**config.mk**
```make
export PLATFORM = sky130hd
export DESIGN_NAME = rlb_bridge
export DESIGN_NICKNAME = d
export VERILOG_FILES = /design/src/rtl/rlb_pkg.sv /design/src/rtl/rlb_uart_rx.sv /design/src/rtl/rlb_uart_tx.sv /design/src/rtl/rlb_cmd_parser.sv /design/src/rtl/rlb_line_monitor.sv /design/src/rtl/rlb_bridge.sv
export SDC_FILE = /design/constraint.sdc
export NUM_CORES = 1
export LEC_CHECK = 0
export BUFFER_PORTS_ARGS = -buffer_cell sky130_fd_sc_hd__clkbuf_2
export CAP_MARGIN = 20
export CORE_MARGIN = 2
export CORE_UTILIZATION = 55
export DETAILED_ROUTE_END_ITERATION = 16
export PLACE_DENSITY = 0.67
export SYNTH_ARGS = -nofsm -noshare
export SYNTH_HDL_FRONTEND = slang
export SYNTH_SLANG_ARGS = --single-unit
```
**constraint.sdc**
```tcl
create_clock -name clk -period 6.45 [get_ports clk]
set_input_delay 0.645 -clock clk [delete_from_list [all_inputs] [get_ports clk]]
set_output_delay 0.645 -clock clk [all_outputs]
set_load 0.005 [all_outputs]
```
**src/rtl/rlb_pkg.sv**
```systemverilog
package rlb_pkg;

    localparam int LINE_W   = 5;
    localparam int MAX_CODE = (1 << LINE_W) - 1;

    typedef logic [LINE_W-1:0] code_t;
    typedef logic [7:0]        byte_t;

    localparam byte_t CH_SET  = 8'h53;
    localparam byte_t CH_UPD  = 8'h55;
    localparam byte_t CH_CR   = 8'h0D;
    localparam byte_t CH_ZERO = 8'h30;
    localparam byte_t CH_NINE = 8'h39;

    // A value on the bus together with a qualifier
    typedef struct packed {
        logic  valid;
        code_t value;
    } code_evt_t;

    typedef enum logic [1:0] {
        PS_WAIT,
        PS_TENS,
        PS_ONES,
        PS_END
    } parse_st_e;

    typedef enum logic [2:0] {
        RX_IDLE,
        RX_START,
        RX_DATA,
        RX_STOP,
        RX_BREAK
    } rx_st_e;

    function automatic logic is_digit(byte_t b);
        return (b >= CH_ZERO) && (b <= CH_NINE);
    endfunction

    function automatic logic [3:0] digit_of(byte_t b);
        byte_t d;
        d = b - CH_ZERO;
        return d[3:0];
    endfunction

    function automatic logic [6:0] decimal_of(logic [3:0] t, logic [3:0] o);
        return 7'(t) * 7'd10 + 7'(o);
    endfunction

    // Where the parser goes when a byte does not fit the current field
    function automatic parse_st_e resync(byte_t b);
        return (b == CH_SET) ? PS_TENS : PS_WAIT;
    endfunction

    function automatic byte_t tens_char(code_t v);
        return CH_ZERO + byte_t'(32'(v) / 32'd10);
    endfunction

    function automatic byte_t ones_char(code_t v);
        return CH_ZERO + byte_t'(32'(v) % 32'd10);
    endfunction

endpackage

```
**src/rtl/rlb_uart_rx.sv**
```systemverilog
module rlb_uart_rx
    import rlb_pkg::*;
#(
    parameter int CLKS_PER_BIT = 128
) (
    input  logic  clk,
    input  logic  rst,
    input  logic  rx,
    output logic  byte_valid,
    output byte_t byte_data
);

    localparam int CW = $clog2(CLKS_PER_BIT);
    localparam logic [CW-1:0] BIT_LAST  = CW'(CLKS_PER_BIT - 1);
    localparam logic [CW-1:0] HALF_LAST = CW'(CLKS_PER_BIT / 2 - 1);

    logic          rx_m, rx_s;
    rx_st_e        st;
    logic [CW-1:0] cnt;
    logic [2:0]    bit_idx;
    byte_t         shreg;

    always_ff @(posedge clk) begin
        if (rst) begin
            rx_m       <= 1'b1;
            rx_s       <= 1'b1;
            st         <= RX_IDLE;
            cnt        <= '0;
            bit_idx    <= '0;
            shreg      <= '0;
            byte_valid <= 1'b0;
            byte_data  <= '0;
        end else begin
            rx_m       <= rx;
            rx_s       <= rx_m;
            byte_valid <= 1'b0;
            case (st)
                RX_IDLE: begin
                    if (!rx_s) begin
                        st  <= RX_START;
                        cnt <= '0;
                    end
                end
                RX_START: begin
                    if (cnt == HALF_LAST) begin
                        cnt     <= '0;
                        bit_idx <= '0;
                        st      <= rx_s ? RX_IDLE : RX_DATA;
                    end else begin
                        cnt <= cnt + 1'b1;
                    end
                end
                RX_DATA: begin
                    if (cnt == BIT_LAST) begin
                        cnt     <= '0;
                        shreg   <= {rx_s, shreg[7:1]};
                        bit_idx <= bit_idx + 1'b1;
                        if (bit_idx == 3'd7) st <= RX_STOP;
                    end else begin
                        cnt <= cnt + 1'b1;
                    end
                end
                RX_STOP: begin
                    if (cnt == BIT_LAST) begin
                        cnt <= '0;
                        if (rx_s) begin
                            byte_valid <= 1'b1;
                            byte_data  <= shreg;
                            st         <= RX_IDLE;
                        end else begin
                            st <= RX_BREAK;
                        end
                    end else begin
                        cnt <= cnt + 1'b1;
                    end
                end
                RX_BREAK: begin
                    if (rx_s) st <= RX_IDLE;
                end
                default: st <= RX_IDLE;
            endcase
        end
    end

    // a received byte is a one-clock strobe
    p_single_strobe_r9: assert property (@(posedge clk) disable iff (rst)
        byte_valid |=> !byte_valid);

endmodule

```
**src/rtl/rlb_uart_tx.sv**
```systemverilog
module rlb_uart_tx
    import rlb_pkg::*;
#(
    parameter int CLKS_PER_BIT = 128
) (
    input  logic  clk,
    input  logic  rst,
    input  logic  start,
    input  byte_t data,
    output logic  tx,
    output logic  busy
);

    localparam int CW = $clog2(CLKS_PER_BIT);
    localparam logic [CW-1:0] BIT_LAST = CW'(CLKS_PER_BIT - 1);

    logic [9:0]    sh;
    logic [CW-1:0] cnt;
    logic [3:0]    bit_idx;

    always_ff @(posedge clk) begin
        if (rst) begin
            busy    <= 1'b0;
            sh      <= '1;
            cnt     <= '0;
            bit_idx <= '0;
        end else if (!busy) begin
            if (start) begin
                busy    <= 1'b1;
                sh      <= {1'b1, data, 1'b0};
                cnt     <= '0;
                bit_idx <= '0;
            end
        end else if (cnt == BIT_LAST) begin
            cnt <= '0;
            sh  <= {1'b1, sh[9:1]};
            if (bit_idx == 4'd9) busy    <= 1'b0;
            else                 bit_idx <= bit_idx + 1'b1;
        end else begin
            cnt <= cnt + 1'b1;
        end
    end

    assign tx = busy ? sh[0] : 1'b1;

    // each frame opens with a low start bit
    p_start_bit_r1: assert property (@(posedge clk) disable iff (rst)
        $rose(busy) |-> !tx);

    // the line holds its level inside a bit period
    p_bit_hold_r1: assert property (@(posedge clk) disable iff (rst)
        (busy && cnt != '0) |-> $stable(tx));

endmodule

```
**src/rtl/rlb_cmd_parser.sv**
```systemverilog
module rlb_cmd_parser
    import rlb_pkg::*;
(
    input  logic      clk,
    input  logic      rst,
    input  logic      byte_valid,
    input  byte_t     byte_data,
    output code_evt_t cmd
);

    localparam logic [6:0] MAX7 = 7'(MAX_CODE);

    parse_st_e  st;
    logic [3:0] tens, ones;
    logic [6:0] num;

    assign num = decimal_of(tens, ones);

    always_ff @(posedge clk) begin
        if (rst) begin
            st   <= PS_WAIT;
            tens <= '0;
            ones <= '0;
            cmd  <= '0;
        end else begin
            cmd.valid <= 1'b0;
            if (byte_valid) begin
                case (st)
                    PS_WAIT: begin
                        if (byte_data == CH_SET) st <= PS_TENS;
                    end
                    PS_TENS: begin
                        if (is_digit(byte_data)) begin
                            tens <= digit_of(byte_data);
                            st   <= PS_ONES;
                        end else begin
                            st <= resync(byte_data);
                        end
                    end
                    PS_ONES: begin
                        if (is_digit(byte_data)) begin
                            ones <= digit_of(byte_data);
                            st   <= PS_END;
                        end else begin
                            st <= resync(byte_data);
                        end
                    end
                    PS_END: begin
                        if (byte_data == CH_CR) begin
                            if (num <= MAX7) begin
                                cmd.valid <= 1'b1;
                                cmd.value <= code_t'(num);
                            end
                            st <= PS_WAIT;
                        end else begin
                            st <= resync(byte_data);
                        end
                    end
                    default: st <= PS_WAIT;
                endcase
            end
        end
    end

    // a command only ever follows a freshly received byte
    p_cmd_after_byte_r4: assert property (@(posedge clk) disable iff (rst)
        cmd.valid |-> $past(byte_valid));

endmodule

```
**src/rtl/rlb_line_monitor.sv**
```systemverilog
module rlb_line_monitor
    import rlb_pkg::*;
#(
    parameter int STABLE_CLKS = 1229,
    parameter int DRIVE_CLKS  = 24576
) (
    input  logic      clk,
    input  logic      rst,
    input  code_t     line_in,
    input  code_evt_t cmd,
    output code_t     line_out,
    output logic      line_oe,
    output code_evt_t report
);

    localparam int SW = $clog2(STABLE_CLKS);
    localparam int DW = $clog2(DRIVE_CLKS);
    localparam logic [SW-1:0] SETTLED  = SW'(STABLE_CLKS - 1);
    localparam logic [DW-1:0] WIN_LAST = DW'(DRIVE_CLKS - 1);

    code_t         sync_a, sync_b;
    code_t         cand;
    code_t         ref_val;
    logic [SW-1:0] stab_cnt;
    logic [DW-1:0] win_cnt;

    always_ff @(posedge clk) begin
        if (rst) begin
            sync_a   <= '0;
            sync_b   <= '0;
            cand     <= '0;
            ref_val  <= '0;
            stab_cnt <= '0;
            win_cnt  <= '0;
            line_out <= '0;
            line_oe  <= 1'b0;
            report   <= '0;
        end else begin
            sync_a       <= line_in;
            sync_b       <= sync_a;
            report.valid <= 1'b0;

            // settling counter follows the synchronised bus at all times
            if (sync_b != cand) begin
                cand     <= sync_b;
                stab_cnt <= '0;
            end else if (stab_cnt != SETTLED) begin
                stab_cnt <= stab_cnt + 1'b1;
            end

            if (cmd.valid) begin
                line_oe  <= 1'b1;
                line_out <= cmd.value;
                ref_val  <= cmd.value;
                win_cnt  <= WIN_LAST;
            end else if (line_oe) begin
                if (win_cnt == '0) begin
                    line_oe  <= 1'b0;
                    stab_cnt <= '0;
                end else begin
                    win_cnt <= win_cnt - 1'b1;
                end
            end else if (stab_cnt == SETTLED && sync_b == cand && cand != ref_val) begin
                ref_val      <= cand;
                report.valid <= 1'b1;
                report.value <= cand;
            end
        end
    end

    // nothing is reported while the block owns the lines
    p_no_report_drive_r6: assert property (@(posedge clk) disable iff (rst)
        line_oe |-> !report.valid);

    // the driven value only moves when a new command arrives
    p_out_held_r4: assert property (@(posedge clk) disable iff (rst)
        (line_oe && $past(line_oe) && !$past(cmd.valid)) |-> $stable(line_out));

    // a drive window lasts beyond its first clock
    p_drive_min_r5: assert property (@(posedge clk) disable iff (rst)
        $rose(line_oe) |=> line_oe);

endmodule

```
**src/rtl/rlb_bridge.sv**
```systemverilog
module rlb_bridge
    import rlb_pkg::*;
#(
    parameter int CLKS_PER_BIT = 128,
    parameter int STABLE_CLKS  = 1229,
    parameter int DRIVE_CLKS   = 24576
) (
    input  logic              clk,
    input  logic              rst,
    input  logic              uart_rx,
    output logic              uart_tx,
    input  logic [LINE_W-1:0] line_in,
    output logic [LINE_W-1:0] line_out,
    output logic              line_oe
);

    logic      rx_valid;
    byte_t     rx_byte;
    code_evt_t cmd;
    code_evt_t report;

    logic      tx_start;
    logic      tx_busy;
    byte_t     tx_byte;

    code_evt_t pend;
    logic      sending;
    logic [1:0] idx;
    code_t     msg_val;

    rlb_uart_rx #(.CLKS_PER_BIT(CLKS_PER_BIT)) u_rx (
        .clk        (clk),
        .rst        (rst),
        .rx         (uart_rx),
        .byte_valid (rx_valid),
        .byte_data  (rx_byte)
    );

    rlb_cmd_parser u_parse (
        .clk        (clk),
        .rst        (rst),
        .byte_valid (rx_valid),
        .byte_data  (rx_byte),
        .cmd        (cmd)
    );

    rlb_line_monitor #(
        .STABLE_CLKS (STABLE_CLKS),
        .DRIVE_CLKS  (DRIVE_CLKS)
    ) u_mon (
        .clk      (clk),
        .rst      (rst),
        .line_in  (line_in),
        .cmd      (cmd),
        .line_out (line_out),
        .line_oe  (line_oe),
        .report   (report)
    );

    // Message sequencer: one pending slot, newest value wins
    assign tx_start = sending && !tx_busy;

    always_comb begin
        case (idx)
            2'd0:    tx_byte = CH_UPD;
            2'd1:    tx_byte = tens_char(msg_val);
            2'd2:    tx_byte = ones_char(msg_val);
            default: tx_byte = CH_CR;
        endcase
    end

    always_ff @(posedge clk) begin
        if (rst) begin
            pend    <= '0;
            sending <= 1'b0;
            idx     <= '0;
            msg_val <= '0;
        end else begin
            if (report.valid) pend <= report;
            if (!sending && pend.valid && !tx_busy) begin
                sending <= 1'b1;
                idx     <= '0;
                msg_val <= pend.value;
                if (!report.valid) pend.valid <= 1'b0;
            end else if (tx_start) begin
                idx <= idx + 1'b1;
                if (idx == 2'd3) sending <= 1'b0;
            end
        end
    end

    rlb_uart_tx #(.CLKS_PER_BIT(CLKS_PER_BIT)) u_tx (
        .clk   (clk),
        .rst   (rst),
        .start (tx_start),
        .data  (tx_byte),
        .tx    (uart_tx),
        .busy  (tx_busy)
    );

    // the sequencer never hands a byte to a busy transmitter
    p_no_start_busy_r12: assert property (@(posedge clk) disable iff (rst)
        (sending && $past(tx_start)) |-> tx_busy);

endmodule

```
==> impl_summary.md <==
Run status
The flow ran to the end, and the final reports show no timing, DRC or antenna violations.

Drt
The first TritonRoute pass finished after 5 iterations. In the final routed layout, each cell accounts on average for 14.4 um. The remaining antenna violation count is 0. After detailed routing, the total wire length is 12600 um. The per-cell via count in the routed design is 5.83. After the first detailed-routing iteration, the DRC count stood at 365.

Across all layers, the routed design uses 5113 vias. The remaining routing DRC violations is 0.

Clock tree
The cell at the root of the clock tree is sky130_fd_sc_hd__clkbuf_16. In this run, post-CTS hold repair placed 0 buffers. The number of clock sinks seen by CTS is 141.

The H-tree was split into 4 levels. After clock tree synthesis, the clock-pin slew on the worst setup and hold paths is 0.06 ns. The post-cts gate resize count is 0. In this run, CTS created clock tree buffers numbering 17. TritonCTS built the clock tree.

The maximum clock insertion buffer count is 2. Clock latency on the worst-skew pair, taken at its later pin, is 0.42 ns. The number of setup buffers added after CTS is 0.

Finish
The sequential cell area is 0.00282 sq mm. Counting the fill cells in the layout gives 977. The area added between synthesis and finish is 10.4%. The area of combinational cells with multiple inputs is 0.00345 sq mm. The core occupancy in the finished layout is 62.6%. The net total in the final layout is 751. The share of cells above drive strength 1 is 8.86%. The repair_antennas step left the layout with diodes totalling 0.

Power and ir drop
Dividing total power by cell area gives a power density of 260 mW/mm^2. The switching part of the total is 23.4%. The internal power summed over all cells is 1430 uW. VDD sags by at most 0.000190 V. For this design the total switching power over the nets is 437 uW. The register share of total power is 47.1%. Summed over all cells, the static leakage comes to 0.00282 uW. Of the total power, the clock network draws 50.7%.

In this run, the combinational gates consume 2.2% of the power.

Worst setup path
The critical path's most frequent cell is sky130_fd_sc_hd__ha_1. The category of the most critical setup path is flip-flop to flip-flop. For the worst setup path, the data required time is 6.77 ns.

The launching point of the worst reg2reg path is u_parse.tens[1]. The number of cells on the worst reg-to-reg path is 8. Traced cell by cell, the critical path runs through ha_1 > ha_1 > fa_1 > xor2_1 > nand4_1 > or3b_2 > o21a_1 > o211a_1. In this run the register-to-register setup slack is 3.77 ns. The critical path data arrival time is 3.00 ns. STA classifies the critical path startpoint as a flip-flop. The worst setup path is captured at a flip-flop. The capture point of the worst reg-to-reg path is u_parse.cmd[3].

The critical path's slowest cell is sky130_fd_sc_hd__or3b_2. The number of buffer and inverter instances along the worst setup path is 0. In this design, the stage delay of the slowest critical-path cell is 0.54 ns.

The largest driver fanout on the critical path is 6. Broken down by cell family, the worst path's largest delay share belongs to adder cells.

Timing
The worst-margin pin slew is 1.00 ns. The share of the clock period used by the worst path is 41.5%. Setup repair after global routing left no endpoint under its margin. The worst clock skew on the final layout is 0.00648 ns.

Based on the critical path, the design can be clocked at up to 374 MHz. Subtracting the final worst setup slack from the clock period gives 2.68 ns. On the final layout, the worst hold slack is 0.405 ns.

The final sum of negative setup slack is 0 ns. Setup violations remaining at the end of the flow were counted as 0. Headroom to the max-slew limit came out at 32.9%.

The number of pins exceeding their max-slew limit in the final report is 0. The final hold violation count is 0.

Logic synthesis
After synthesis, the largest area contributor takes up 43.3% of total cell area. After synthesis, the share of flip-flops with an asynchronous set or reset is 0%. The number of distinct library cells after synthesis is 67. The cell count after synthesis is 728. Ranked by instance count, the synthesized netlist is headed by sky130_fd_sc_hd__dfxtp_1 (141), sky130_fd_sc_hd__nor2_1 (94), sky130_fd_sc_hd__a21oi_1 (52).

sky130_fd_sc_hd__dfxtp_1 is the most common cell in the netlist. The synthesized design contains 0 enable-type register cells. The area of the mapped netlist is 0.00652 sq mm. The share of the Yosys chip area taken by registers is 43.3%. The total of warnings raised by yosys is 0. The most common flop cell mapped by yosys is sky130_fd_sc_hd__dfxtp_1. The biggest area contributor in the post-synthesis netlist is sky130_fd_sc_hd__dfxtp_1.

The flip-flop and latch count after synthesis is 141. Yosys attributes the largest share of cell area to sky130_fd_sc_hd__dfxtp_1 (43%), sky130_fd_sc_hd__mux2i_1 (6.0%), sky130_fd_sc_hd__nor2_1 (5.4%). The net count of the mapped netlist is 758. The mean instance size in the synthesized netlist is 8.96 sq um.

Run
Across the run, the number of max-cap violations was 0.

Global route
The pin count of the biggest net entering global routing is 77. For this run the aggregate overflow at the end of global routing stands at 0. The via count of the first global-routing pass was 4879. The global-route usage over all layers is 21.0%. The wire length of the first global-routing pass is 21900 um. The initial antenna violation count was 0.

Placed design
Input and output buffers added on the ports amount to 14. The half-perimeter wire length after placement is 8320 um. The last weighted congestion value of the routability-driven placer is 0.810.

Floorplan
The effective utilization at floorplan is 56.6%. The horizontal extent of the die is 113 um. The die covers 0.0127 sq mm.

In this run the standard cell core region covers 0.0115 sq mm. In this run the vertical extent of the chip is 113 um. The floorplan has 39 rows. In this run the count of I/O pins placed on the die edge is 15.

Worst hold path
The tightest min-delay check is of the primary input to flip-flop type. The worst hold path terminates at u_rx.rx_m. The worst hold path begins at uart_rx. Along the worst hold path, the cell count comes to 2.
[power by group through the flow]
stage	combinational, uW	sequential (uW)	clock [uW]
floorplan	34.0	899	0
global placement	39.8	901	0
detailed placement	41.0	901	0
CTS	41.1	881	970
global route	46.4	882	1010
finish	40.9	881	947
[placed cells by master, fill, tap and decap left out, types with 20 or more instances in the layout]
cell type | netlist | layout
sky130_fd_sc_hd__dfxtp_1 | 141 | 141
sky130_fd_sc_hd__nor2_1 | 94 | 94
sky130_fd_sc_hd__a21oi_1 | 52 | 52
sky130_fd_sc_hd__mux2i_1 | 39 | 39
sky130_fd_sc_hd__nand2_1 | 35 | 35
sky130_fd_sc_hd__nor2b_1 | 23 | 23
sky130_fd_sc_hd__nor3_1 | 23 | 23
sky130_fd_sc_hd__xnor2_1 | 21 | 21
sky130_fd_sc_hd__o21ai_0 | 20 | 20
sky130_fd_sc_hd__ha_1 | 20 | 20
[cell type report]
class | instances | share of cell area, %
clock buffers | 17 | 5.90
clock inverters | 15 | 2.14
inverters | 20 | 1.04
multi-input cells | 523 | 47.9
flip-flops and latches | 141 | 39.2
well taps | 143 | 2.48
repair buffers | 18 | 1.35
[flip-flops by register name, indices dropped and copies added, names as in the netlist, 5 cells and up]
register and count:
u_tx.cnt 7, u_parse.cmd 6, u_rx.byte_data 8, u_rx.shreg 8, u_tx.sh 9, u_mon.line_out 5, u_mon.ref_val 5, u_mon.win_cnt 15
u_mon.sync_a 5, u_mon.stab_cnt 11, u_mon.sync_b 5, pend 6, u_mon.cand 5, u_rx.cnt 7, msg_val 5, u_mon.report 6
[worst max-delay path by stage]
stage | startpoint | to | slack (ns) | depth (start not counted)
CTS | u_parse.tens[1] | u_parse.cmd[3] | 3.78 | 8
global placement | u_parse.tens[3] | u_parse.cmd[3] | 3.93 | 8
finish | u_parse.tens[1] | u_parse.cmd[3] | 3.77 | 8
floorplan | u_parse.tens[1] | u_parse.cmd[3] | 3.94 | 9
global route | u_parse.tens[3] | u_parse.cmd[3] | 3.66 | 8
detailed placement | u_parse.tens[1] | u_parse.cmd[3] | 3.86 | 8
[cells by family after synthesis]
group | count (synthesis) | share of synthesized area (%)
simple gates | 267 | 21.3
buf+inv | 64 | 3.84
flops | 141 | 43.3
mux | 39 | 5.98
fa+ha+maj | 22 | 4.45
xor+xnor | 40 | 5.37
compound gates | 155 | 15.8
[stage by stage]
step	std cells	area (sq um)	total power (uW)	setup slack (ns)
after floorplan	728	6520	933	3.94
after global placement	843	6620	941	3.93
after detailed placement	843	6620	942	3.86
after CTS	875	7190	1890	3.78
after global routing	877	7200	1940	3.66
final	877	7200	1870	3.77
[routing by layer]
metal,vias to the layer above,GRT usage [%],routed length (um)
li1,2591,-,-
met1,2432,25.1,5750
met2,72,35.7,6250
met3,18,6.64,449
met4,0,7.24,174
met5,-,0,0
No activity file was read; power rests on OpenSTA's default activity.
